`src/rtl/gpio_debounce.sv`:
```
module gpio_debounce #(
  parameter int NPIN     = 32,
  parameter int TW       = 8,
  parameter int TIME_RST = 1
) (
  input  logic            clk,
  input  logic            rst_n,
  input  logic            tick,
  input  logic [NPIN-1:0] pad_in,
  input  logic            time_we,
  input  logic [TW-1:0]   time_wdata,
  input  logic            en_we,
  input  logic [NPIN-1:0] en_wdata,
  output logic [NPIN-1:0] pin_out,
  output logic [TW-1:0]   time_val,
  output logic [NPIN-1:0] en_val,
  output logic            dbclk_req
);

  localparam logic [TW-1:0] TIME_INIT = TW'(TIME_RST);

  logic [NPIN-1:0] sync1, sync2, filt;
  logic [TW-1:0]   time_q;
  logic [NPIN-1:0] en_q;

  always_ff @(posedge clk or negedge rst_n) begin
    if (!rst_n) begin
      sync1 <= '0;
      sync2 <= '0;
    end else begin
      sync1 <= pad_in;
      sync2 <= sync1;
    end
  end

  always_ff @(posedge clk or negedge rst_n) begin
    if (!rst_n) begin
      time_q <= TIME_INIT;
      en_q   <= '0;
    end else begin
      if (time_we) time_q <= time_wdata;
      if (en_we)   en_q   <= en_wdata;
    end
  end

  for (genvar g = 0; g < NPIN; g++) begin : g_pin
    logic [TW-1:0] cnt;
    logic          lvl;

    always_ff @(posedge clk or negedge rst_n) begin
      if (!rst_n) begin
        cnt <= '0;
        lvl <= 1'b0;
      end else if (!en_q[g]) begin
        cnt <= '0;
        lvl <= sync2[g];
      end else if (sync2[g] == lvl) begin
        cnt <= '0;
      end else if (tick) begin
        if (cnt >= time_q) begin
          cnt <= '0;
          lvl <= sync2[g];
        end else begin
          cnt <= cnt + 1'b1;
        end
      end
    end

    assign filt[g] = lvl;
  end

  assign pin_out   = (en_q & filt) | (~en_q & sync2);
  assign time_val  = time_q;
  assign en_val    = en_q;
  assign dbclk_req = |en_q;

endmodule

```
`config.mk`:
```
export PLATFORM = sky130hd
export DESIGN_NAME = gpio_debounce
export DESIGN_NICKNAME = d
export VERILOG_FILES = /design/src/rtl/gpio_debounce.sv
export SDC_FILE = /design/constraint.sdc
export NUM_CORES = 1
export LEC_CHECK = 0
export BUFFER_PORTS_ARGS = -buffer_cell sky130_fd_sc_hd__clkbuf_2
export CORE_MARGIN = 3
export CORE_UTILIZATION = 50
export CTS_CLUSTER_DIAMETER = 40
export DETAILED_ROUTE_END_ITERATION = 8
export GPL_ROUTABILITY_DRIVEN = 0
export GPL_TIMING_DRIVEN = 1
export PLACE_DENSITY = 0.71
export SLEW_MARGIN = 10
export SYNTH_ARGS = -nofsm -noshare
export SYNTH_HDL_FRONTEND = slang
export SYNTH_SLANG_ARGS = --single-unit
```
`constraint.sdc`:
```
create_clock -name clk -period 2.61 [get_ports clk]
set_clock_uncertainty 0.2 [all_clocks]
set_input_delay 0.1305 -clock clk [delete_from_list [all_inputs] [get_ports clk]]
set_output_delay 0.1305 -clock clk [all_outputs]
set_load 0.005 [all_outputs]
```
* Word level (Yosys, flattened, before mapping) *
Index checks and enable logic that the tools add are counted.
W data, S select, Z words.

word-level totals
  register bits = 392
  bits of input ports = 77
  output and inout port bits = 73
  word-level logic and storage cells = 585

operators by class
  $add $sub $neg = 32
  order comparisons = 32
  eq/ne operators = 160
  multiplexer cells = 256
  bitwise operators = 4
  reduce and logical (&&, ||, !) cells = 33

operators by type and width
  cell                   count
  $mux W8                128
  $add A8 B1 Y8 const B  32
  $ge A8 B8 Y1           32
  $mux W1                128
  $ne A2 B2 Y1 const B   64
  $ne A3 B2 Y1 const B   32
  $reduce_and A3 Y1      32
  $and A32 B32 Y32       2
  $ne A2 B1 Y1 const B   32
  $eq A1 B1 Y1           32
  $not A32 Y32           1
  $or A32 B32 Y32        1
  $reduce_or A32 Y1      1

* Logic depth before layout (Yosys ltp) *
Gate-level depths: netlist (run 1).

  word-level depth = 5
  depth in mapped cells = 8
  mapped depth without buffers = 7

* Least setup slack after synthesis (run 1) *
Ideal clock, no wire load.

  path type = register to register
  start = register time_q[6], in the netlist time_val[6]
  end = register g_pin[26].cnt[2]
  setup time = 0.067 ns
  data arrival time = 2.574 ns
  required time = 2.343 ns
  path slack = -0.231 ns
  cell stages (with the launch flop) = 8
  clock period less this slack = 2.841 ns
  path through = dfrtp_1 -> inv_1 -> ha_1 -> a21o_1 -> a2111oi_0 -> o31ai_1 -> nor4_1 -> a311o_1

between the ends
  word-level cells in the longest chain between the ends = 5

ends and longest elaborated chain
  element                 RTL line  text
  from (decl)             23        logic [TW-1:0] time_q;
  from (signal assigned)  41        if (time_we) time_q <= time_wdata;
  $ge A8 B8 Y1            60        if (cnt >= time_q) begin
  $mux W8                 60
  $mux W8                 59        end else if (tick) begin
  $mux W8                 57        end else if (sync2[g] == lvl) begin
  $mux W8                 54        end else if (!en_q[g]) begin
  to (signal assigned)    64        cnt <= cnt + 1'b1;
  to (decl)               47        logic [TW-1:0] cnt;

No other way between the ends. The select of a mux whose other input is x is not followed.
A chain may end at the register's enable or synchronous reset.

* Worst setup path in the final report (run 1) *
  start = register time_q[0], in the netlist time_val[0]
  end = register g_pin[4].cnt[7]

between the ends
  word-level cells in the longest chain between the ends = 5

ends and longest elaborated chain
  element               RTL line
  $ge A8 B8 Y1          60
  $mux W8               60
  $mux W8               59
  $mux W8               57
  $mux W8               54
  to (signal assigned)  64
  to (decl)             47

No other way between the ends. The select of a mux whose other input is x is not followed.

==> summary.md, run 1 <==
The flow ran to the end, but the final reports show violations. The checks that failed: negative setup slack. Number of optimization iterations in the first detailed-route pass: 5. The tools report the starting utilization of the core area as 0.507. From synthesis to final layout, the design area changed by 36.3%. The design draws 20,700 uW.

The master of the slowest instance on the critical path is dfstp_4. Counting both buffers and inverters, the worst setup path holds a total of 2. The number of antenna diodes in the final layout is 0.

In this run the cell area of the synthesized design comes to 24,300 um^2. Entering global routing, the biggest net connects 72 pins. Sorting the synthesized cells by how often they occur yields 391 x dfrtp_1, 288 x ha_1, 204 x nand2_1, 136 x xor2_1, 126 x nor3_1.

Number of global-route vias before repair: 21,500. The minimum clock period is 2.72 ns, and the final number of hold-violating endpoints is 0. For the required time at the endpoint of the critical path, the log shows 2.91 ns. Static timing analysis puts the maximum clock frequency at 0.367 GHz. In this design, the largest share of critical-path delay is due to simple AND/OR/NAND/NOR gates. The stage delay of the slowest cell on the critical path works out to 0.66 ns.

The tools report the number of cells produced by synthesis as 2,407. Power spread over the standard cell area amounts to 627 nW/um^2. The HPWL after detailed placement is 43.7 mm. In the final design database the tool counted 3,271 nets.

Wires add up to 72.7 mm. The clock drives 392 sinks. The worst setup slack after layout came out at -0.112 ns. Dividing the detail-routed wire length by the instance count gives 20.3 um.

The via density per instance was 6.05. Clock tree synthesis inserted a total of 67 buffers. The count of buffers added on input and output ports is 149. Clock-pin slew was measured on the worst setup and hold paths at 0.05 ns. After floorplanning, the core was divided into 80 placement rows.

In this run the worst path has a maximum fanout of 6. The worst setup path is captured at a flip-flop. The tools report the initial antenna violation count as 2. The signal on the critical path passes through buf_4, ha_4, nand2b_4, a2111oi_4, and4b_2, buf_4, or3_4, a21oi_2. A synthesized cell averages 10.1 um^2. The floorplan step set the die width to 226 um. TritonCTS built the clock tree.

Among the stages of the critical path, the cell type that occurs most often is buf_4. The tools report the buffer type at the clock tree root as clkbuf_16. The number of H-tree branching levels is 3. The most used flip-flop cell after synthesis was dfrtp_1. The number of nets in the synthesized netlist was 2,772. The longest clock path from root to sink contains 3 buffers.

After routing the design area is 33,100 um^2. Setup repair after global routing could not meet its margin everywhere. The total DRC errors in the routed layout was 0; the final cell utilization of the core was 0.691. The run gives 0 as the max-slew violation count. The worst register-to-register path has a setup slack of -0.11 ns.

The detailed router finished its first iteration with 1,421 violations. The share of synthesized registers carrying an async set or reset is 1.00. The overall fraction of global-route tracks in use is 0.262, and the later-pin clock latency in the skew report is 0.59 ns.

The number of synthesized register bits is 392, and the slew at the pin with the worst max-slew slack is 1.25 ns. The area after detailed placement is 26,900 um^2. The number of max-capacitance violations reported is 0. The die is 226 um tall. The tightest min-delay check is of the in -> reg type. The share of post-route cells with drive strength above 1 was 0.264; the part of the cycle the worst path needs was 1.04. Across the VDD grid, the largest voltage drop is 0.706 mV. Summed over all cells, the static leakage comes to 0.0148 uW. The core region is 47,800 um^2. The count of cell types in the netlist is 67, and the aggregate global routing overflow is 0. Setup violations remaining at the end of the flow were counted as 29.

Most instantiated library cell after synthesis: dfrtp_1. The area of the die is 51,200 um^2. Pin placement for this block handled 150 I/O pins. In this run the remaining antenna-violating nets after routing total 0. After synthesis, the cell types taking the most area are dfrtp_1 40%, ha_1 15%, xor2_1 4.9%. The worst setup path is of the reg -> reg kind. Detailed routing inserted a total of 21,600 vias. The sequential area share after synthesis was 0.404; the share of the synthesized area in the top cell type was 0.403. During synthesis, Yosys emitted a total of 0 warnings. The number of enable flip-flop cells after synthesis was 0. The worst setup path is launched from a flip-flop. Data on the critical path arrives at its endpoint at 3.02 ns. Summed over all instances, the cell type with the most area after synthesis is dfrtp_1.

The first global-routing pass estimated 109 mm of wire. Relative slew slack: 0.162.
==> flip-flops by register name, summed over array words and instances, names as in the netlist <==
name       cells
en_val        32
g_pin.cnt    256
g_pin.lvl     32
sync1         32
sync2         32
time_val       8
==> metrics by stage <==
stage               std cells  hold WS [ns]  worst slack, ns  TNS (ns)
floorplan                2407        -0.365           -0.116     -3.66
global placement         3255       -0.0255          -0.0464    -0.336
detailed placement       3255       -0.0236           -0.139     -4.05
CTS                      3536       0.00409          -0.0448   -0.0589
global route             3573        0.0302           -0.175     -7.22
finish                   3573        0.0510           -0.112     -1.22
==> per-layer routing <==
layer  wire length, um  vias up  track usage  part of all wire
met5                 0        -            0                 0
met4              3560        0        0.119             0.049
met3              4700      231       0.0537             0.065
met2             35500      745        0.447              0.49
met1             28900    10700        0.320              0.40
li1                  -     9967            -                 -
==> repair_timing <==
item,4_1_cts,5_1_grt
setup endpoints to repair,133,216
pin swaps,28,89
endpoints found under the hold margin,464,0
setup buffers,2,32
resized for setup,77,250
cloned,1,5
hold buffers,157,0
==> final timing paths <==
kind,start,depth (start not counted),end
worst max-delay path,time_val[0]$_DFFE_PN1P_,8,g_pin[4].cnt[7]$_DFFE_PN0P_
worst min-delay path,pad_in[12],2,sync1[12]$_DFF_PN0_
worst max register to register,time_val[0]$_DFFE_PN1P_,8,g_pin[4].cnt[7]$_DFFE_PN0P_
worst min register to register,sync1[2]$_DFF_PN0_,0,sync2[2]$_DFF_PN0_
max in group asynchronous,rst_n,4,g_pin[16].cnt[2]$_DFFE_PN0P_
min in group asynchronous,rst_n,3,g_pin[7].cnt[2]$_DFFE_PN0P_
==> where the power goes <==
part | internal, uW | switching (uW) | leakage (uW) | total (uW)
logic | 2220 | 2520 | 0.00847 | 4740
registers | 6450 | 489 | 0.00515 | 6940
clock network | 5810 | 3270 | 0.00114 | 9070
==> cell families (layout without fill, tap and decap cells) <==
logic type / after synthesis / count (layout) / synth area share
AO/OA/AOI/OAI: 430 / 430 / 0.122
XOR/XNOR: 184 / 184 / 0.0664
adder cells (fa/ha/maj): 288 / 288 / 0.149
buffers and inverters: 110 / 661 / 0.0182
flip-flops: 392 / 392 / 0.404
multiplexers: 89 / 89 / 0.0411
AND/OR/NAND/NOR: 914 / 914 / 0.199
==> worst reg2reg max path, stage by stage (launching register included) <==
cell	delay, ns
dfstp_4	0.66
buf_4	0.13
ha_4	0.19
nand2b_4	0.15
a2111oi_4	0.33
and4b_2	0.31
buf_4	0.15
or3_4	0.38
a21oi_2	0.14
==> layout make-up <==
class / instances / area [um^2]
tap: 615 / 769
clock inverter: 36 / 399
timing repair buffer: 472 / 4040
inverter: 68 / 278
clock buffer: 85 / 1930
fill: 3301 / 14800
multi-input combinational: 1905 / 15800
sequential: 392 / 9810
==> cells in the final DEF, fill, tap and decap left out, types with 36 or more instances in the layout <==
cell | synthesis | final
nor2b_1 | 40 | 40
a21oi_1 | 79 | 46
nand2b_1 | 73 | 64
inv_1 | 67 | 60
o22ai_1 | 38 | 36
nand4_1 | 82 | 82
o21ai_0 | 83 | 63
nor3_2 | 0 | 43
mux2_2 | 85 | 82
dlygate4sd3_1 | 0 | 157
xor2_1 | 136 | 136
dfrtp_1 | 391 | 391
buf_4 | 1 | 114
clkbuf_2 | 0 | 148
nor3_1 | 126 | 76
ha_1 | 288 | 253
nand3_1 | 72 | 69
xnor2_1 | 48 | 48
nand2_1 | 204 | 203
nor2_1 | 89 | 89
clkbuf_16 | 0 | 76
and3_1 | 93 | 79
Power figures use the tool's default switching activity.
==> run 2, diff against run 1 <==
CELL_PAD_IN_SITES_DETAIL_PLACEMENT = 2   (was unset)
CELL_PAD_IN_SITES_GLOBAL_PLACEMENT = 2   (was unset)
CORE_UTILIZATION = 37   (was 50)
PLACE_DENSITY = 0.79   (was 0.71)
==> run 2 against run 1 <==
Against the previous run:
- the run now fails in global routing
- synthesized cell count is the same
- synthesized area is the same
==> summary.md, run 2 <==
Stage at which the flow ended: global routing. For the starting utilization of the core area, the log shows 0.375 (-0.132). dfrtp_1 is the most common cell in the netlist. The synthesized-area fraction occupied by ao, oa, aoi and oai cells works out to 0.122 (unchanged). The number of enable flip-flop cells after synthesis is 0 (unchanged). The multiplexer fraction of the synthesized cell area was 0.0411 (unchanged).

The most used flip-flop cell after synthesis is dfrtp_1. The worst endpoint after global-route timing repair is g_pin[1].cnt[6]$_DFFE_PN0P_/D. The clock buffer count from CTS is 82 (+22%). The tools report the buffer type at the clock tree root as clkbuf_16.

The number of buffer cells added on primary ports is 149 (unchanged), and the placed cell count is 3,506 (+7.7%). The share of the synthesized netlist area taken by xor and xnor gates works out to 0.0664 (unchanged). The number of synthesized register bits is 392 (unchanged), and the cell area after technology mapping is 24,300 um^2 (unchanged). The number of core rows is 93 (+16%). The number of cells produced by synthesis was 2,407 (unchanged); the die height was 262 um (+16%). Entering global routing, the biggest net connects 76 pins. The run gives 2,772 (unchanged) as the number of nets in the synthesized netlist. For the deepest clock path buffer count, the log shows 3 (unchanged). The run stopped with a tool error. The pre-CTS setup slack was -0.259 ns (-0.120 ns). After the last repair the worst path ends at a sequential cell input. The number of H-tree branching levels is 3 (unchanged), and the horizontal die dimension is 262 um (+16%). The overall fraction of global-route tracks in use was 0.726.

The share of synthesized registers carrying an async set or reset is 1.00 (unchanged). The commonest cells after synthesis are 391 x dfrtp_1, 288 x ha_1, 204 x nand2_1, 136 x xor2_1, 126 x nor3_1. The tools report the sequential area share after synthesis as 0.404 (unchanged). By area, the combinational part of the netlist is dominated by simple AND/OR/NAND/NOR gates. Yosys attributes the largest share of cell area to dfrtp_1 40%, ha_1 15%, xor2_1 4.9%. The post-synthesis average cell area was 10.1 um^2 (unchanged). The number of synthesis warnings was 0 (unchanged); the aggregate global routing overflow was 57. The initial antenna violation count is 4.

The first error in the log reads "[ERROR GRT-0232] Routing congestion too high. Check the congestion heatmap in the GUI". The cell accounting for the most synthesized area was dfrtp_1. The sink count of the clock tree is 392 (unchanged), and the share of the synthesized area in the top cell type is 0.403 (unchanged). The detailed placer's ending HPWL was 59.7 mm (+36%). The area share of fa/ha/maj cells after synthesis works out to 0.149 (unchanged). The count of cell types in the netlist was 67 (unchanged). The area share of and/or/nand/nor cells after synthesis was 0.199 (unchanged); the number of top-level design ports was 150 (unchanged).
==> run 2: cell counts after synthesis <==
Identical to the previous run, type by type.
==> run 2: cells by family after synthesis <==
family                   count (synthesis)
AO/OA/AOI/OAI                          430
XOR/XNOR                               184
adder cells (fa/ha/maj)                288
buffers and inverters                  110
flip-flops                             392
multiplexers                            89
AND/OR/NAND/NOR                        914
==> run 2: layer usage <==
metal | overflow | GRT usage
met2 | 19 | 0.880
met3 | 2 | 0.597
met5 | 0 | 0.311
met4 | 36 | 0.751
met1 | 0 | 0.704
==> run 2: per-stage QoR <==
| stage | utilization | area, um^2 |
|---|---|---|
| after CTS | 0.506 | 32700 |
| after floorplan | - | 24400 |
| after global placement | 0.422 | 27300 |
| after detailed placement | 0.422 | 27300 |
==> run 2: timing repair <==
action                                  4_1_cts
setup buffers                                26
cloned                                        1
hold endpoints to repair                    463
gates resized for setup                     181
pin swaps                                    85
endpoints found under the setup margin      234
hold buffers                                129
==> run 3, diff against run 2 <==
CELL_PAD_IN_SITES_DETAIL_PLACEMENT = unset   (was 2)
CELL_PAD_IN_SITES_GLOBAL_PLACEMENT = unset   (was 2)
CORE_UTILIZATION = 35   (was 37)
CTS_CLUSTER_DIAMETER = unset   (was 40)
PLACE_DENSITY = unset   (was 0.79)
PLACE_DENSITY_LB_ADDON = 0.15   (was unset)
clock period = 3.4 ns   (was 2.61 ns; I/O delays follow)
==> run 3 against run 2 <==
Against the previous run:
- the run now ends clean
==> summary.md, run 3 (same netlist as run 1, synthesis figures left out) <==
For the first-pass GRT wire length, the log shows 107 mm. The part of the cycle the worst path needs works out to 0.885. The worst setup path is launched from a flip-flop. The worst hold path belongs to the class in -> reg.

The tools report the placed cell count as 3,485 (-0.60%). The initial antenna violation count was 1. The deepest clock path buffer count is 3 (unchanged), and the cell depth of the worst flop-to-flop path is 7. The detailed router finished its first iteration with 984 violations.

The area taken by multi-input logic gates was 14,000 um^2. The reg-to-reg critical path startpoint is time_val[6]$_DFFE_PN0P_. Compared with the post-synthesis result, the final layout area differs by 20.0%.

The smallest clock period supported by the final layout is computed as 3.01 ns. For the pin with the worst max-slew slack, the measured transition is 0.892 ns. Across the run, the number of max-cap violations was 0.

The share of post-route cells with drive strength above 1 is 0.145. The horizontal die dimension is 269 um (+2.8%), and the final-layout fill cell count is 6,510. The number of top-level design ports is 150 (unchanged), and the static leakage is 0.0132 uW.

Global routing finished with a remaining overflow of 0. Setup repair after global routing left no endpoint under its margin. Clock-pin slew was measured on the worst setup and hold paths at 0.06 ns.

The final cell utilization of the core is 0.429, and the switching share of total power is 0.300. The flow ran to the end, and the final reports show no timing, DRC or antenna violations. The area after detailed placement came out at 26,500 um^2 (-3.1%). The run gives 392 (unchanged) as the sink count of the clock tree. For the power share of the combinational group, the log shows 0.200.

After detailed routing, the number of vias per cell comes to 5.34. Entering global routing, the biggest net connects 64 pins. The routed layout has 19,600 vias. The clock buffer count from CTS came out at 47 (-43%). Setup violations remaining at the end of the flow were counted as 0.

In the final timing run, aggregate negative setup slack is 0 ns. The number of gates resized after CTS is 0 (-100%). The most frequent standard cell in the layout excluding fill and tap cells was dfrtp_1. The number of global-route vias before repair was 19,700.

The instance count along the most critical hold path was 2; the upper clock frequency limit was 0.332 GHz. The die height is 269 um (+2.8%), and the power density of the placed cells is 452 nW/um^2. The finished cells cover 29,100 um^2. The run gives 66.2 mm as the final wirelength.

The largest fanout of any net on the critical path is 7, and the relative slew slack is 0.401. Dividing the detail-routed wire length by the instance count gives 18.0 um. The number of core rows was 95 (+2.2%). The endpoint kind of the worst setup timing path is an output pin. The number of buffer cells added on primary ports is 149 (unchanged). The tools report the placeable core region as 67,900 um^2. TritonCTS built the clock tree. The endpoint arrival time on the critical path was 2.64 ns; the final antenna-violating net count was 0. The run gives 0.180 as the overall fraction of global-route tracks in use.

The detailed placer's ending HPWL is 45.8 mm (-23%). The number of flip-flops under the largest register name is 256. For the number of H-tree branching levels, the log shows 2 (-1).

Leaving out fill and tap cells, the most frequent cells in the layout are 391 x dfrtp_1, 288 x ha_1, 204 x nand2_1, 148 x clkbuf_2, 136 x xor2_1. The tools report the destination of the worst hold path as sync1[15]$_DFF_PN0_. Fraction of power consumed by sequential logic: 0.405. The portion of total power attributed to the clock network was 0.396. In the final layout, flip-flops and latches occupy 9810 um^2. For this design the total switching power over the nets is 3940 uW.

The final cell count without fillers was 3,673; the sum of internal, switching and leakage power was 13,200 uW. Worst reg2reg path endpoint: g_pin[31].cnt[2]$_DFFE_PN0P_. Area of the die: 72,500 um^2.

Number of optimization iterations in the first detailed-route pass: 7. For the final number of hold-violating endpoints, the log shows 0. Internal power comes to 9210 uW. For the worst-skew pair, the clock arrives at the later sink with an insertion delay of 0.58 ns.

For the starting utilization of the core area, the log shows 0.357 (-0.0175). The setup path with the least slack is of type reg -> out. For this run, the post-layout net count is 3,084. More flip-flops sit in one register than any other, and that register is g_pin.cnt.

VDD sags by at most 0.349 mV. At the worst endpoint, the required time is 3.03 ns. For flop-to-flop paths, the worst setup slack is 0.40 ns. The root buffer cell chosen for the clock tree is clkbuf_16. After detailed routing, the number of remaining DRC violations is 0. The worst min-delay path startpoint is pad_in[15]. The run gives 0 as the max-slew violation count.
[run 3: per-layer routing]
metal	share of wire	wire length, um	GRT usage	up-vias
met4	0.020	1350	0.0464	0
met3	0.041	2740	0.0253	86
met1	0.47	31300	0.244	9637
met5	0	0	0	-
li1	-	-	-	9570
met2	0.47	30800	0.302	327
[run 3: power by group through the flow]
stage,sequential [uW],combinational [uW],clock [uW]
finish,5320,2630,5210
global route,5370,2980,5590
detailed placement,5410,2540,0
floorplan,5280,1620,0
global placement,5400,2460,0
CTS,5330,2660,5420
[run 3: through the flow]
stage | setup WS [ns] | hold WS, ns
after floorplan | 0.559 | -0.326
after global placement | 0.489 | -0.00472
after detailed placement | 0.459 | 0.00121
after CTS | 0.249 | 0.00132
after global routing | 0.219 | 0.0185
final | 0.390 | 0.0409
[run 3: final cells by class]
| class | count | area share |
|---|---|---|
| timing repair buffer | 305 | 0.0797 |
| clock buffer | 61 | 0.0449 |
| antenna | 1 | 0.0000859 |
| inverter | 68 | 0.00876 |
| tap | 921 | 0.0396 |
| sequential | 392 | 0.337 |
| clock inverter | 20 | 0.00898 |
| multi-input combinational | 1905 | 0.481 |
[run 3: repair_timing]
item / 4_1_cts / 5_1_grt
hold buffers: 106 / 0
buffers inserted: 0 / 0
endpoints found under the hold margin: 465 / 0
[run 3: worst max-delay path by stage]
stage / start / to / cells past startpoint
6_report: en_val[6]$_DFFE_PN0P_ / dbclk_req / 4
2_1_floorplan: time_val[6]$_DFFE_PN0P_ / g_pin[26].cnt[2]$_DFFE_PN0P_ / 7
3_5_place_dp: time_val[3]$_DFFE_PN0P_ / g_pin[30].cnt[5]$_DFFE_PN0P_ / 7
5_1_grt: time_val[3]$_DFFE_PN0P_ / g_pin[30].cnt[7]$_DFFE_PN0P_ / 7
4_1_cts: en_val[6]$_DFFE_PN0P_ / dbclk_req / 4
3_3_place_gp: time_val[3]$_DFFE_PN0P_ / g_pin[30].lvl$_DFFE_PN0P_ / 7
[run 3: critical path: stages, from the launching register on]
cell	delay, ns
dfrtp_1	0.47
nor4_1	0.58
nand4_1	0.46
or2_2	0.42
clkbuf_2	0.12
